### src/rtl/lpc_pd_pkg.sv
package lpc_pd_pkg;

    typedef enum logic [1:0] {
        PD_RUN  = 2'd0,
        PD_DOWN = 2'd1,
        PD_EXIT = 2'd2
    } pd_state_e;

    typedef struct packed {
        logic bus_rst;
        logic dq_val;
        logic dq_oe;
        logic hold;
    } pd_pins_t;

    localparam pd_pins_t PINS_IDLE_RESET = '{bus_rst: 1'b1, dq_val: 1'b1, dq_oe: 1'b1, hold: 1'b0};

    function automatic pd_pins_t pins_for(pd_state_e st, logic float_sel);
        pd_pins_t p;
        case (st)
            PD_RUN:  p = '{bus_rst: 1'b0, dq_val: 1'b1, dq_oe: 1'b1, hold: 1'b0};
            PD_DOWN: p = '{bus_rst: 1'b1, dq_val: 1'b0, dq_oe: ~float_sel, hold: 1'b1};
            default: p = PINS_IDLE_RESET;
        endcase
        return p;
    endfunction

endpackage

### src/rtl/lpc_pd_sync.sv
module lpc_pd_sync #(
    parameter int STAGES = 2
) (
    input  logic clk,
    input  logic async_n,
    output logic pd_act
);
    logic [STAGES-1:0] chain_q;

    always_ff @(posedge clk) begin
        chain_q[0] <= async_n;
    end

    generate
        for (genvar i = 1; i < STAGES; i++) begin : g_stage
            always_ff @(posedge clk) begin
                chain_q[i] <= chain_q[i-1];
            end
        end
    endgenerate

    assign pd_act = ~chain_q[STAGES-1];
endmodule

### src/rtl/lpc_pd_fsm.sv
module lpc_pd_fsm
    import lpc_pd_pkg::*;
#(
    parameter int EXIT_CYCLES = 2
) (
    input  logic      clk,
    input  logic      rst,
    input  logic      pd_act,
    output pd_state_e state
);
    localparam int CNT_W = (EXIT_CYCLES > 1) ? $clog2(EXIT_CYCLES) : 1;
    localparam logic [CNT_W-1:0] CNT_LAST = CNT_W'(EXIT_CYCLES - 1);

    pd_state_e        state_q, state_d;
    logic [CNT_W-1:0] cnt_q, cnt_d;

    always_comb begin
        state_d = state_q;
        cnt_d   = cnt_q;
        case (state_q)
            PD_RUN: begin
                if (pd_act) state_d = PD_DOWN;
            end
            PD_DOWN: begin
                if (!pd_act) begin
                    state_d = PD_EXIT;
                    cnt_d   = '0;
                end
            end
            PD_EXIT: begin
                if (pd_act) begin
                    state_d = PD_DOWN;
                end else if (cnt_q == CNT_LAST) begin
                    state_d = PD_RUN;
                end else begin
                    cnt_d = cnt_q + 1'b1;
                end
            end
            default: begin
                state_d = PD_EXIT;
                cnt_d   = '0;
            end
        endcase
    end

    always_ff @(posedge clk) begin
        if (rst) begin
            state_q <= PD_EXIT;
            cnt_q   <= '0;
        end else begin
            state_q <= state_d;
            cnt_q   <= cnt_d;
        end
    end

    assign state = state_q;

    // a synchronized request in normal operation enters the hold on the next edge
    a_r2_enter_down: assert property (@(posedge clk) disable iff (rst)
        (pd_act && state_q == PD_RUN) |=> (state_q == PD_DOWN));

    // normal operation is only ever reached through the release wait
    a_r6_run_via_exit: assert property (@(posedge clk) disable iff (rst)
        (state_q == PD_RUN && $past(state_q) != PD_RUN) |-> ($past(state_q) == PD_EXIT));

    // a request seen during the release wait goes back to the hold
    a_r8_exit_abort: assert property (@(posedge clk) disable iff (rst)
        (pd_act && state_q == PD_EXIT) |=> (state_q == PD_DOWN));

    // platform reset parks the sequencer in the release wait
    a_r9_reset_to_exit: assert property (@(posedge clk)
        rst |=> (state_q == PD_EXIT));
endmodule

### src/rtl/lpc_pd_outdec.sv
module lpc_pd_outdec
    import lpc_pd_pkg::*;
(
    input  pd_state_e state,
    input  logic      rst,
    input  logic      float_sel,
    output pd_pins_t  pins
);
    always_comb begin
        if (rst) pins = PINS_IDLE_RESET;
        else     pins = pins_for(state, float_sel);
    end
endmodule

### src/rtl/lpc_pd_seq.sv
module lpc_pd_seq
    import lpc_pd_pkg::*;
#(
    parameter int SYNC_STAGES = 2,
    parameter int EXIT_CYCLES = 2
) (
    input  logic clk,
    input  logic plat_rst_n,
    input  logic pd_req_n,
    input  logic dma_float,
    output logic bus_rst,
    output logic dmareq_o,
    output logic dmareq_oe,
    output logic lp_hold
);
    logic      rst;
    logic      pd_act;
    pd_state_e state;
    pd_pins_t  pins;

    assign rst = ~plat_rst_n;

    lpc_pd_sync #(.STAGES(SYNC_STAGES)) u_sync (
        .clk     (clk),
        .async_n (pd_req_n),
        .pd_act  (pd_act)
    );

    lpc_pd_fsm #(.EXIT_CYCLES(EXIT_CYCLES)) u_fsm (
        .clk    (clk),
        .rst    (rst),
        .pd_act (pd_act),
        .state  (state)
    );

    lpc_pd_outdec u_dec (
        .state     (state),
        .rst       (rst),
        .float_sel (dma_float),
        .pins      (pins)
    );

    assign bus_rst   = pins.bus_rst;
    assign dmareq_o  = pins.dq_val;
    assign dmareq_oe = pins.dq_oe;
    assign lp_hold   = pins.hold;

    // the status never reports a hold without the local reset
    a_r2_hold_has_reset: assert property (@(posedge clk) disable iff (rst)
        lp_hold |-> bus_rst);

    // outside the hold the DMA request pin sits at its driven-high idle
    a_r5_idle_high: assert property (@(posedge clk) disable iff (rst)
        !lp_hold |-> (dmareq_o && dmareq_oe));

    // with the release choice, the pin is not driven during the hold
    a_r4_float_release: assert property (@(posedge clk) disable iff (rst)
        (lp_hold && dma_float) |-> !dmareq_oe);

    // with the drive-low choice, the pin is driven low during the hold
    a_r3_drive_low: assert property (@(posedge clk) disable iff (rst)
        (lp_hold && !dma_float) |-> (dmareq_oe && !dmareq_o));
endmodule

### config.mk
export PLATFORM = sky130hd
export DESIGN_NAME = lpc_pd_seq
export DESIGN_NICKNAME = d
export VERILOG_FILES = /design/src/rtl/lpc_pd_pkg.sv /design/src/rtl/lpc_pd_sync.sv /design/src/rtl/lpc_pd_fsm.sv /design/src/rtl/lpc_pd_outdec.sv /design/src/rtl/lpc_pd_seq.sv
export SDC_FILE = /design/constraint.sdc
export NUM_CORES = 1
export LEC_CHECK = 0
export BUFFER_PORTS_ARGS = -buffer_cell sky130_fd_sc_hd__buf_2
export CAP_MARGIN = 20
export CORE_AREA = 4 4 41 43
export DETAILED_ROUTE_END_ITERATION = 10
export DIE_AREA = 0 0 45 47
export MAX_ROUTING_LAYER = met4
export PLACE_DENSITY = 0.31
export SYNTH_ARGS = -nofsm -noshare
export SYNTH_HDL_FRONTEND = slang
export SYNTH_HIERARCHICAL = 1
export SYNTH_SLANG_ARGS = --single-unit
### constraint.sdc
create_clock -name clk -period 2.4 [get_ports clk]
set_input_delay 0.36 -clock clk [delete_from_list [all_inputs] [get_ports clk]]
set_output_delay 0.36 -clock clk [all_outputs]
set_load 0.02 [all_outputs]
# ---- Word level (Yosys, flattened, before mapping)
# Cells that the tools add are included.
dict set report totals {
  reg_bits 5
  out_inout_bits 4
}
dict set report classes {
  add_sub_neg 1
  eq_ne 6
  muxes 11
  bitwise_logic 2
  reduce_logical 3
}
# cell count
set op_table {}
lappend op_table {{2-bit two-way mux} 4}
lappend op_table {{4-bit case mux with 2 select lines} 1}
lappend op_table {{2-bit inequality test (second input constant)} 3}
lappend op_table {{2-bit case mux with 3 select lines} 1}
lappend op_table {{3-bit AND reduction} 2}
lappend op_table {{4-bit two-way mux} 1}
lappend op_table {{1-bit two-way mux} 3}
lappend op_table {{3-bit by 2-bit inequality test with 1-bit output (second input constant)} 1}
lappend op_table {{1-bit case mux with 3 select lines} 1}
lappend op_table {{2-bit by 1-bit equality test with 1-bit output (second input constant)} 1}
lappend op_table {{2-bit equality test (second input constant)} 1}
lappend op_table {{2-bit zero test} 1}
lappend op_table {{1-bit inverter} 2}
lappend op_table {{1-bit adder (second input constant)} 1}

# ---- Logic depth before layout (Yosys ltp)
# Gate-level depths: netlist of run 1.
dict set report logic_depth {
  word_depth 4
  mapped_depth 4
}

# ---- Modules after synthesis
# Netlist of run 1, hierarchy kept.
# mod n_inst cells_each area_per_inst_um2 seq_area_each_um2
set by_module_without_submodules {}
lappend by_module_without_submodules {lpc_pd_fsm 1 12 111.4 60.1}
lappend by_module_without_submodules {lpc_pd_sync 1 3 43.8 40.0}
lappend by_module_without_submodules {lpc_pd_outdec 1 4 33.8 0.0}
lappend by_module_without_submodules {lpc_pd_seq 1 1 3.8 0.0}

# ---- Worst setup path after synthesis of run 1
# No wires, ideal clock.
dict set report synth_timing {
  kind {in2out}
  startpoint {input plat_rst_n}
  endpoint {output lp_hold}
  t_arrival_ns 0.965
  required_ns 2.040
  slack_ns 1.075
  cell_stages 2
  n_path_buf 0
  cell_sequence {inv_1 nor3b_1}
}
dict set report synth_between {
  elab_chain_len 1
}
# item line_no
set synth_lines {}
lappend synth_lines {{from (decl)} lpc_pd_seq.sv:8} ;# input logic plat_rst_n,
lappend synth_lines {{4-bit two-way mux} lpc_pd_outdec.sv:10} ;# if (rst) pins = PINS_IDLE_RESET;
lappend synth_lines {{to (decl)} lpc_pd_seq.sv:14} ;# output logic lp_hold
# No other way between the ends.

# ---- Worst setup path in the final report of run 1
dict set report layout_timing {
  startpoint {register u_fsm.state_q[0] (netlist: u_fsm/state[0])}
  endpoint {output dmareq_o}
}
dict set report layout_between {
  elab_chain_len 3
  word_cells_on_any_way 4
  classes_between {1 x eq/ne; 2 x mux; 1 x reduce/logical}
}
# item line_no
set layout_lines {}
lappend layout_lines {{from (decl)} lpc_pd_fsm.sv:14} ;# pd_state_e state_q, state_d;
lappend layout_lines {{from (signal assigned)} lpc_pd_fsm.sv:51} ;# state_q <= state_d;
lappend layout_lines {{2-bit by 1-bit equality test with 1-bit output or 2-bit zero test (tied branches)} lpc_pd_pkg.sv:20} ;# case (st)
lappend layout_lines {{4-bit case mux with 2 select lines (*)} lpc_pd_pkg.sv:20}
lappend layout_lines {{4-bit two-way mux (*)} lpc_pd_outdec.sv:10}
lappend layout_lines {{to (decl)} lpc_pd_seq.sv:12} ;# output logic dmareq_o,
# Every way passes the cells marked *; elsewhere a longest branch is shown, timed or not.

==> results of run 1 <==
cells by family (layout without fill, tap and decap cells):
kind of cell	count (synthesis)	after routing	share of synthesized area [%]
simple gates	7	7	26.6
compound gates	5	5	15.6
flops	5	5	52.0
buf+inv	3	14	5.84
placed cells by master (no fill, tap or decap):
cell type | Yosys | layout
a211oi_1 | 1 | 1
a21oi_1 | 2 | 2
buf_2 | 0 | 7
clkbuf_1 | 0 | 1
clkbuf_4 | 0 | 3
dfxtp_1 | 5 | 5
inv_1 | 3 | 3
nand2_1 | 1 | 1
nand4bb_1 | 1 | 1
nor2_1 | 1 | 1
nor3b_1 | 1 | 1
o21ai_0 | 1 | 1
o31ai_1 | 1 | 1
or3_1 | 1 | 1
or3b_1 | 1 | 1
or4b_1 | 1 | 1
routing by layer:
layer	part of all wire [%]	up-vias	global-route usage (%)
li1	-	95	-
met1	45	81	4.10
met2	40	10	5.65
met3	15	0	4.60
met4	0	0	7.02
met5	0	-	-
power by group through the flow:
stage	clock network, uW	logic (uW)	registers, uW
detailed placement	0	18.2	97.7
global placement	0	17.9	96.8
CTS	100	18.3	96.1
global route	106	20.4	97.1
floorplan	0	12.8	95.4
finish	94.1	18.1	96.3
cell type report:
type	instances	area share, %
clock buffers	4	9.63
inverters	3	4.13
flip-flops and latches	5	36.7
repair buffers	7	12.8
well taps	15	6.88
multi-input cells	12	29.8
state kept, by name, summed over array words and instances, names as in the netlist:
name and flops:
u_fsm/state 2, u_sync/chain_q 2, u_fsm/cnt_q 1
worst min path at each step:
stage	cells past startpoint	to	slack (ns)
floorplan	0	u_sync/chain_q[1]	0.31
global placement	0	u_sync/chain_q[1]	0.31
detailed placement	0	u_sync/chain_q[1]	0.32
CTS	1	u_sync/chain_q[0]	0.21
global route	1	u_sync/chain_q[0]	0.22
finish	1	u_sync/chain_q[0]	0.22
stage by stage:
step | util, % | setup slack (ns) | hold WS, ns
6_report | 21.0 | 0.845 | 0.222
5_1_grt | 21.0 | 0.777 | 0.215
4_1_cts | 21.0 | 0.835 | 0.209
3_5_place_dp | 18.9 | 0.982 | 0.319
3_3_place_gp | 18.9 | 1.00 | 0.314
2_1_floorplan | - | 1.08 | 0.310
worst max-delay path, cell delays in order, from the launching register on:
cell and delay (ns):
dfxtp_1 0.43, or3b_1 0.36, buf_2 0.16
==> impl_metrics.csv, run 1 <==
group,metric,value,unit
detailed_routing,num_vias,186,
pwr,power_frac_seq,46.2,%
floorplanning,die_y,47,um
floorplanning,rows,13,
sta,setup_viol,0,
logic_synthesis,synth_edf_count,0,
clock_tree,clock_latency,0.24,ns
setup_path,cp_max_fo,8,
logic_synthesis,yosys_register_bits,5,
grt,antenna_found_initial,0,
grt,grt_max_degree,9,
setup_path,arrival,1.20,ns
clock_tree,postCtsSetupRepairBufs,0,
logic_synthesis,yosys_warnings,6,
logic_synthesis,synth_area_leaders,"dfxtp_1, inv_1, nand4bb_1",
pwr,total_power,209,uW
clock_tree,root_buffer,"clkbuf_4",
clock_tree,cts_tree,"built",
placed_design,port_buffers,7,
pwr,p_int,161,uW
setup_path,crit_start,"u_fsm/state[0]",
floorplanning,pin_count,8,
sta,period_share,64.8,%
detailed_routing,drt-pass1-iter-count,4,
sta,hold_viol,0,
cells_and_area,stdcell_count,46,
cells_and_area,layout-drive-gt1-share,32.3,%
hold_path,hold_class,"in2reg",
pwr,vdd_drop_max,0.000191,V
placed_design,place_area,246,um^2
sta,clock_skew,0.00174,ns
setup_path,ff2ff_setup_slack,1.32,ns
flow_run,maxCapViolCount,0,
detailed_routing,post_drt_wl_per_cell,8.98,um
clock_tree,numClockSinks,5,
pwr,power_density,765,nW/um^2
grt,grt_util_all_layers,5.06,%
pwr,pwr-share-comb,8.7,%
sta,final.setup.tns,0,ns
floorplanning,die_x,45,um
logic_synthesis,synth_most_common_cell,"dfxtp_1",
clock_tree,htreeDepth,1,
setup_path,cp.required,2.04,ns
logic_synthesis,ys_seq_area_share,51.9,%
clock_tree,cts_hold_buffers,0,
grt,overflow,0,
logic_synthesis,synthFlopType,"dfxtp_1",
logic_synthesis,yosysTopAreaCellShare,51.9,%
detailed_routing,drtAntennaViolNets,0,
pwr,sw_frac_of_total,22.8,%
placed_design,gp_congestion,0.701,
placed_design,placed_cells,42,
setup_path,reg2reg_from,"u_fsm/state[1]",
detailed_routing,drt-vias-per-instance,4.04,
floorplanning,core_area,1300,um^2
setup_path,start_kind,"flip-flop",
hold_path,hp-start,"pd_req_n",
logic_synthesis,yosys.area.top_type,"dfxtp_1",
detailed_routing,drc_errors,0,
pwr,leakagePower,0.000116,uW
setup_path,endpoint,"dmareq_o",
detailed_routing,first_iter_violations,3,
sta,drv_slew,0,
logic_synthesis,ys_top_cells_by_count,"dfxtp_1, inv_1, a21oi_1",
cells_and_area,final_area,273,um^2
pwr,pwr-share-clk,45.1,%
setup_path,cp-end-kind,"primary output",
floorplanning,die_area,2120,um^2
grt,grt_pass1_wl,607,um
logic_synthesis,async_reset_ff_share,0,%
logic_synthesis,synth_cells,20,
cells_and_area,seqCellArea,100,um^2
logic_synthesis,netlist_area,193,um^2
sta,slew_headroom,84.0,%
cells_and_area,fill_cells,151,
detailed_routing,wirelength,413,um
logic_synthesis,ys_types,13,
sta,rsz0062_at_grt,"false",
setup_path,critical_path_class,"reg2out",
clock_tree,cts-resized-gates,0,
sta,layout_min_cycle_time,1.56,ns
setup_path,r2r.worst_path.cells,2,
logic_synthesis,avgSynthCellArea,9.63,um^2
pwr,p_switching,47.5,uW
floorplanning,start_util,14.8,%
clock_tree,numCtsBuffers,3,
clock_tree,cts_buffer_depth,2,
clock_tree,path_clk_slew,0.04,ns
run_status,status,"finished clean",
cells_and_area,multiInputGateArea,81.3,um^2
cells_and_area,area_delta_synth_final,41.6,%
cells_and_area,nNetsFinal,36,
sta,tightestPinTransition,0.240,ns
cells_and_area,diodes,0,
logic_synthesis,synth_fp_nets,24,
grt,grt_pass1_vias,160,
sta,max_clock_freq,643,MHz
setup_path,r2r-end,"u_fsm/cnt_q",
Note: power is estimated with default switching activity, not from simulation.
==> run 2, diff against run 1 <==
--- a/config.mk
+++ b/config.mk
@@ -11,7 +11,7 @@
 export DETAILED_ROUTE_END_ITERATION = 10
 export DIE_AREA = 0 0 45 47
 export MAX_ROUTING_LAYER = met4
-export PLACE_DENSITY = 0.31
+export PLACE_DENSITY = 0.32
 export SYNTH_ARGS = -nofsm -noshare
 export SYNTH_HDL_FRONTEND = slang
 export SYNTH_HIERARCHICAL = 1
==> constraint.sdc (replaced) <==
create_clock -name clk -period 1.2 [get_ports clk]
set_input_delay 0.18 -clock clk [delete_from_list [all_inputs] [get_ports clk]]
set_output_delay 0.18 -clock clk [all_outputs]
set_load 0.02 [all_outputs]
==> run 2 against run 1 <==
The run now ends with negative setup slack left. Clock skew up 0.0041 ns. Clock power rose by 110%. Utilization up 4.1 points. Setup slack worse by 0.93 ns. Non-clock buffer count increased by 3. Worst hold slack got worse by 0.18 ns. Final cell count is 6.5% higher.
==> impl_metrics.csv, run 2 (synthesis gave the netlist of run 1 again) <==
group,metric,value,unit
sta,slew_headroom,85.8,%
detailed_routing,drt-pass1-iter-count,2,
floorplanning,die_y,47,um
cells_and_area,area_delta_synth_final,69.5,%
cells_and_area,stdcell_count,49,
floorplanning,die_x,45,um
sta,max_clock_freq,779,MHz
clock_tree,cts_buffer_depth,2,
detailed_routing,post_drt_wl_per_cell,8.47,um
cells_and_area,layout-drive-gt1-share,50.0,%
pwr,p_switching,101,uW
detailed_routing,drc_errors,0,
clock_tree,numClockSinks,5,
setup_path,arrival,1.10,ns
placed_design,dp_hpwl,319,um
setup_path,critical_path_class,"reg2out",
placed_design,place_area,254,um^2
sta,setup_slack,-0.0840,ns
pwr,sw_frac_of_total,23.0,%
setup_path,cp_max_fo,4,
sta,clock_skew,0.00581,ns
sta,tightestPinTransition,0.212,ns
flow_run,maxCapViolCount,0,
cells_and_area,diodes,0,
clock_tree,cts_tree,"built",
pwr,pwr-share-clk,43.9,%
sta,layout_min_cycle_time,1.28,ns
grt,grt_pass1_vias,169,
floorplanning,rows,13,
run_status,status,"finished with violations",
detailed_routing,num_vias,187,
clock_tree,numCtsBuffers,3,
hold_path,hold_class,"in2reg",
placed_design,gp_congestion,0.685,
floorplanning,start_util,14.8,%
pwr,pwr-share-comb,13.0,%
sta,hold_viol,0,
pwr,power_density,1350,nW/um^2
sta,setup_viol,2,
floorplanning,pin_count,8,
sta,period_share,107,%
detailed_routing,drt-vias-per-instance,3.82,
clock_tree,htreeDepth,1,
floorplanning,core_area,1300,um^2
pwr,power_frac_seq,43.1,%
setup_path,start_kind,"flip-flop",
grt,grt_max_degree,9,
placed_design,port_buffers,7,
pwr,vdd_drop_max,0.000592,V
setup_path,cp.required,1.02,ns
placed_design,placed_cells,43,
cells_and_area,layout_commonest_cell,"buf_2",
clock_tree,clock_latency,0.24,ns
sta,drv_slew,0,
grt,antenna_found_initial,0,
setup_path,ff2ff_setup_slack,0.04,ns
clock_tree,root_buffer,"clkbuf_4",
placed_design,dp_slack,0.132,ns
sta,final.setup.tns,-0.154,ns
cells_and_area,final_area,327,um^2
detailed_routing,drtAntennaViolNets,0,
setup_path,cp-end-kind,"primary output",
clock_tree,path_clk_slew,0.05,ns
grt,grt_util_all_layers,5.88,%
cells_and_area,nNetsFinal,39,
run_status,violations,"negative setup slack",
detailed_routing,wirelength,415,um
floorplanning,die_area,2120,um^2
grt,overflow,0,
detailed_routing,first_iter_violations,3,
pwr,p_int,339,uW
pwr,leakagePower,0.000144,uW
grt,grt_pass1_wl,710,um
sta,rsz0062_at_grt,"true",
pwr,total_power,440,uW
[run 2: changes by cell type in the layout (fill, tap and decap cells not counted), sizes merged]
cell and delta:
buf +3
[run 2: path summary, 6_finish.rpt]
kind                      from           endpoint  cells after the start
max             u_fsm/state[0]           dmareq_o                      2
min                   pd_req_n  u_sync/chain_q[0]                      1
max reg2reg     u_fsm/state[1]        u_fsm/cnt_q                      3
min reg2reg  u_sync/chain_q[0]  u_sync/chain_q[1]                      0
[run 2: timing repair]
action                                  4_1_cts  5_1_grt
endpoints found under the setup margin        3        4
hold buffers                                  0        0
pin swaps                                     2        0
buffers inserted                              1        1
gates resized for setup                       7        4
cloned                                        0        0
[run 2: power by group through the flow]
| stage | combinational, uW | sequential (uW) | clock, uW |
|---|---|---|---|
| after floorplan | 25.6 | 191 | 0 |
| after global placement | 41.6 | 192 | 0 |
| after detailed placement | 41.3 | 192 | 0 |
| after CTS | 50.8 | 189 | 204 |
| after global routing | 61.6 | 191 | 230 |
| final | 57.1 | 190 | 193 |
[run 2: cell type report]
cell class | instances | area (um^2)
Fill cell | 153 | 975
Clock buffer | 4 | 26.3
Timing Repair Buffer | 10 | 76.3
Tap cell | 15 | 18.8
Sequential cell | 5 | 105
Inverter | 3 | 11.3
Multi-Input combinational cell | 12 | 88.8
[run 2: critical path, cell delays in order, from the launching register on]
cell and delay, ns:
dfxtp_2 0.35, or3b_4 0.38, buf_6 0.14
[run 2: stage by stage]
step	hold WS, ns	utilization (%)
floorplan	0.208	-
global placement	0.289	19.5
detailed placement	0.288	19.5
CTS	0.0384	23.5
global route	0.0272	25.1
finish	0.0446	25.1
[run 2: per-layer routing]
metal	part of all wire, %	GRT usage (%)
met2	39	6.78
met4	0	5.26
met5	0	-
met3	18	7.28
met1	43	4.56
==> run 3, diff against run 2 <==
--- a/config.mk
+++ b/config.mk
@@ -10,6 +10,7 @@
 export CORE_AREA = 4 4 41 43
 export DETAILED_ROUTE_END_ITERATION = 10
 export DIE_AREA = 0 0 45 47
+export HOLD_SLACK_MARGIN = 0.15
 export MAX_ROUTING_LAYER = met4
 export PLACE_DENSITY = 0.32
 export SYNTH_ARGS = -nofsm -noshare
==> run 3 against run 2 <==
The flow still finishes with violations (negative setup slack). First-iteration DRC count stayed put. Non-clock buffer count is 1 higher. Sequential power hardly changed. Worst hold slack better by 0.27 ns. Clock power hardly changed. Combinational power is 4.4% higher. Via count is 1.1% higher. Clock skew hardly changed. Clock-buffer cell count stayed put. Largest power group unchanged.
==> impl_metrics.csv, run 3 (synthesis gave the netlist of run 1 again) <==
group,metric,value,unit
run_status,status,"finished with violations",
run_status,violations,"negative setup slack",
sta,setup_slack,-0.0840,ns
floorplanning,pin_count,8,
clock_tree,numCtsBuffers,3,
grt,overflow,0,
clock_tree,clock_latency,0.24,ns
detailed_routing,post_drt_wl_per_cell,8.38,um
hold_path,hold-path-cell-count,3,
cells_and_area,multiInputGateArea,88.8,um^2
grt,grt_pass1_vias,172,
floorplanning,start_util,14.8,%
grt,grt_pass1_wl,724,um
detailed_routing,drc_errors,0,
cells_and_area,area_delta_synth_final,74.7,%
cells_and_area,final_util,25.9,%
cells_and_area,seqCellArea,105,um^2
clock_tree,htreeDepth,1,
floorplanning,rows,13,
clock_tree,root_buffer,"clkbuf_4",
pwr,power_density,1310,nW/um^2
cells_and_area,layout-drive-gt1-share,48.6,%
setup_path,start_kind,"flip-flop",
sta,hold-worst-slack,0.313,ns
placed_design,port_buffers,7,
detailed_routing,drt-vias-per-instance,3.78,
sta,layout_min_cycle_time,1.28,ns
cells_and_area,diodes,0,
setup_path,critical_path_class,"reg2out",
sta,slew_headroom,85.8,%
cells_and_area,nNetsFinal,40,
grt,antenna_found_initial,0,
floorplanning,die_x,45,um
sta,setup_viol,2,
grt,grt_util_all_layers,5.96,%
placed_design,dp_slack,0.132,ns
detailed_routing,first_iter_violations,3,
clock_tree,numClockSinks,5,
cells_and_area,layout_commonest_cell,"buf_2",
setup_path,cp_max_fo,4,
placed_design,gp_congestion,0.685,
detailed_routing,num_vias,189,
pwr,leakagePower,0.000148,uW
setup_path,cp-end-kind,"primary output",
sta,tightestPinTransition,0.212,ns
detailed_routing,drtAntennaViolNets,0,
hold_path,hold_class,"in2reg",
floorplanning,core_area,1300,um^2
sta,max_clock_freq,779,MHz
sta,clock_skew,0.00581,ns
setup_path,arrival,1.10,ns
sta,period_share,107,%
flow_run,maxCapViolCount,0,
setup_path,cp.required,1.02,ns
detailed_routing,drt-pass1-iter-count,2,
placed_design,dp_hpwl,319,um
clock_tree,cts_tree,"built",
pwr,vdd_drop_max,0.000593,V
sta,rsz0062_at_grt,"true",
grt,grt_max_degree,9,
floorplanning,die_area,2120,um^2
setup_path,r2r.worst_path.cells,3,
floorplanning,die_y,47,um
sta,drv_slew,0,
clock_tree,cts_buffer_depth,2,
clock_tree,path_clk_slew,0.05,ns
detailed_routing,wirelength,419,um
sta,hold_viol,0,
cells_and_area,fill_cells,153,
[run 3: cell types whose count changed in the layout (fill, tap and decap cells not counted), sizes merged]
| cell | before | now |
|---|---|---|
| dlygate4sd3 | 0 | 1 |
[run 3: per-layer routing]
metal  share of wire, %  global-route usage, %  up-vias  wire [um]
li1                   -                      -      103          -
met1                 44                   4.78       75        186
met2                 38                   6.78       11        158
met3                 17                   7.28        0         73
met4                  0                   5.26        0          0
met5                  0                      -        -          0
[run 3: what timing repair did]
| item | 4_1_cts | 5_1_grt |
|---|---|---|
| hold endpoints to repair | 1 | 0 |
| resized for setup | 7 | 4 |
| cloned | 0 | 0 |
| setup buffers | 1 | 1 |
| setup endpoints to repair | 3 | 4 |
| pin swaps | 2 | 0 |
| hold buffers | 1 | 0 |
[run 3: final timing paths]
kind	end	slack, ns	from
worst max-delay path	dmareq_o	-0.08	u_fsm/state[0]
worst min-delay path	u_fsm/state[0]	0.31	plat_rst_n
worst max register to register	u_fsm/cnt_q	0.04	u_fsm/state[1]
worst min register to register	u_sync/chain_q[1]	0.32	u_sync/chain_q[0]
[run 3: through the flow]
stage	power, uW	setup TNS [ns]	instances	area [um^2]
2_1_floorplan	216	0	20	193
3_3_place_gp	234	0	43	254
3_5_place_dp	233	0	43	254
4_1_cts	446	-0.175	49	315
5_1_grt	485	-0.264	50	337
6_report	442	-0.154	50	337
[run 3: final cells by class]
type / count / area share (%)
well taps: 15 / 5.58
multi-input cells: 12 / 26.4
clock buffers: 4 / 7.81
flip-flops and latches: 5 / 31.2
repair buffers: 11 / 25.7
inverters: 3 / 3.35
[run 3: critical path: stages, from the launching register on]
cell and delay (ns):
dfxtp_2 0.35, or3b_4 0.38, buf_6 0.14
[run 3: report_power, final]
group          internal (uW)  total, uW  switching, uW
Combinational           35.0       59.6           24.6
Clock                    126        193           67.7
Sequential               180        190           9.51
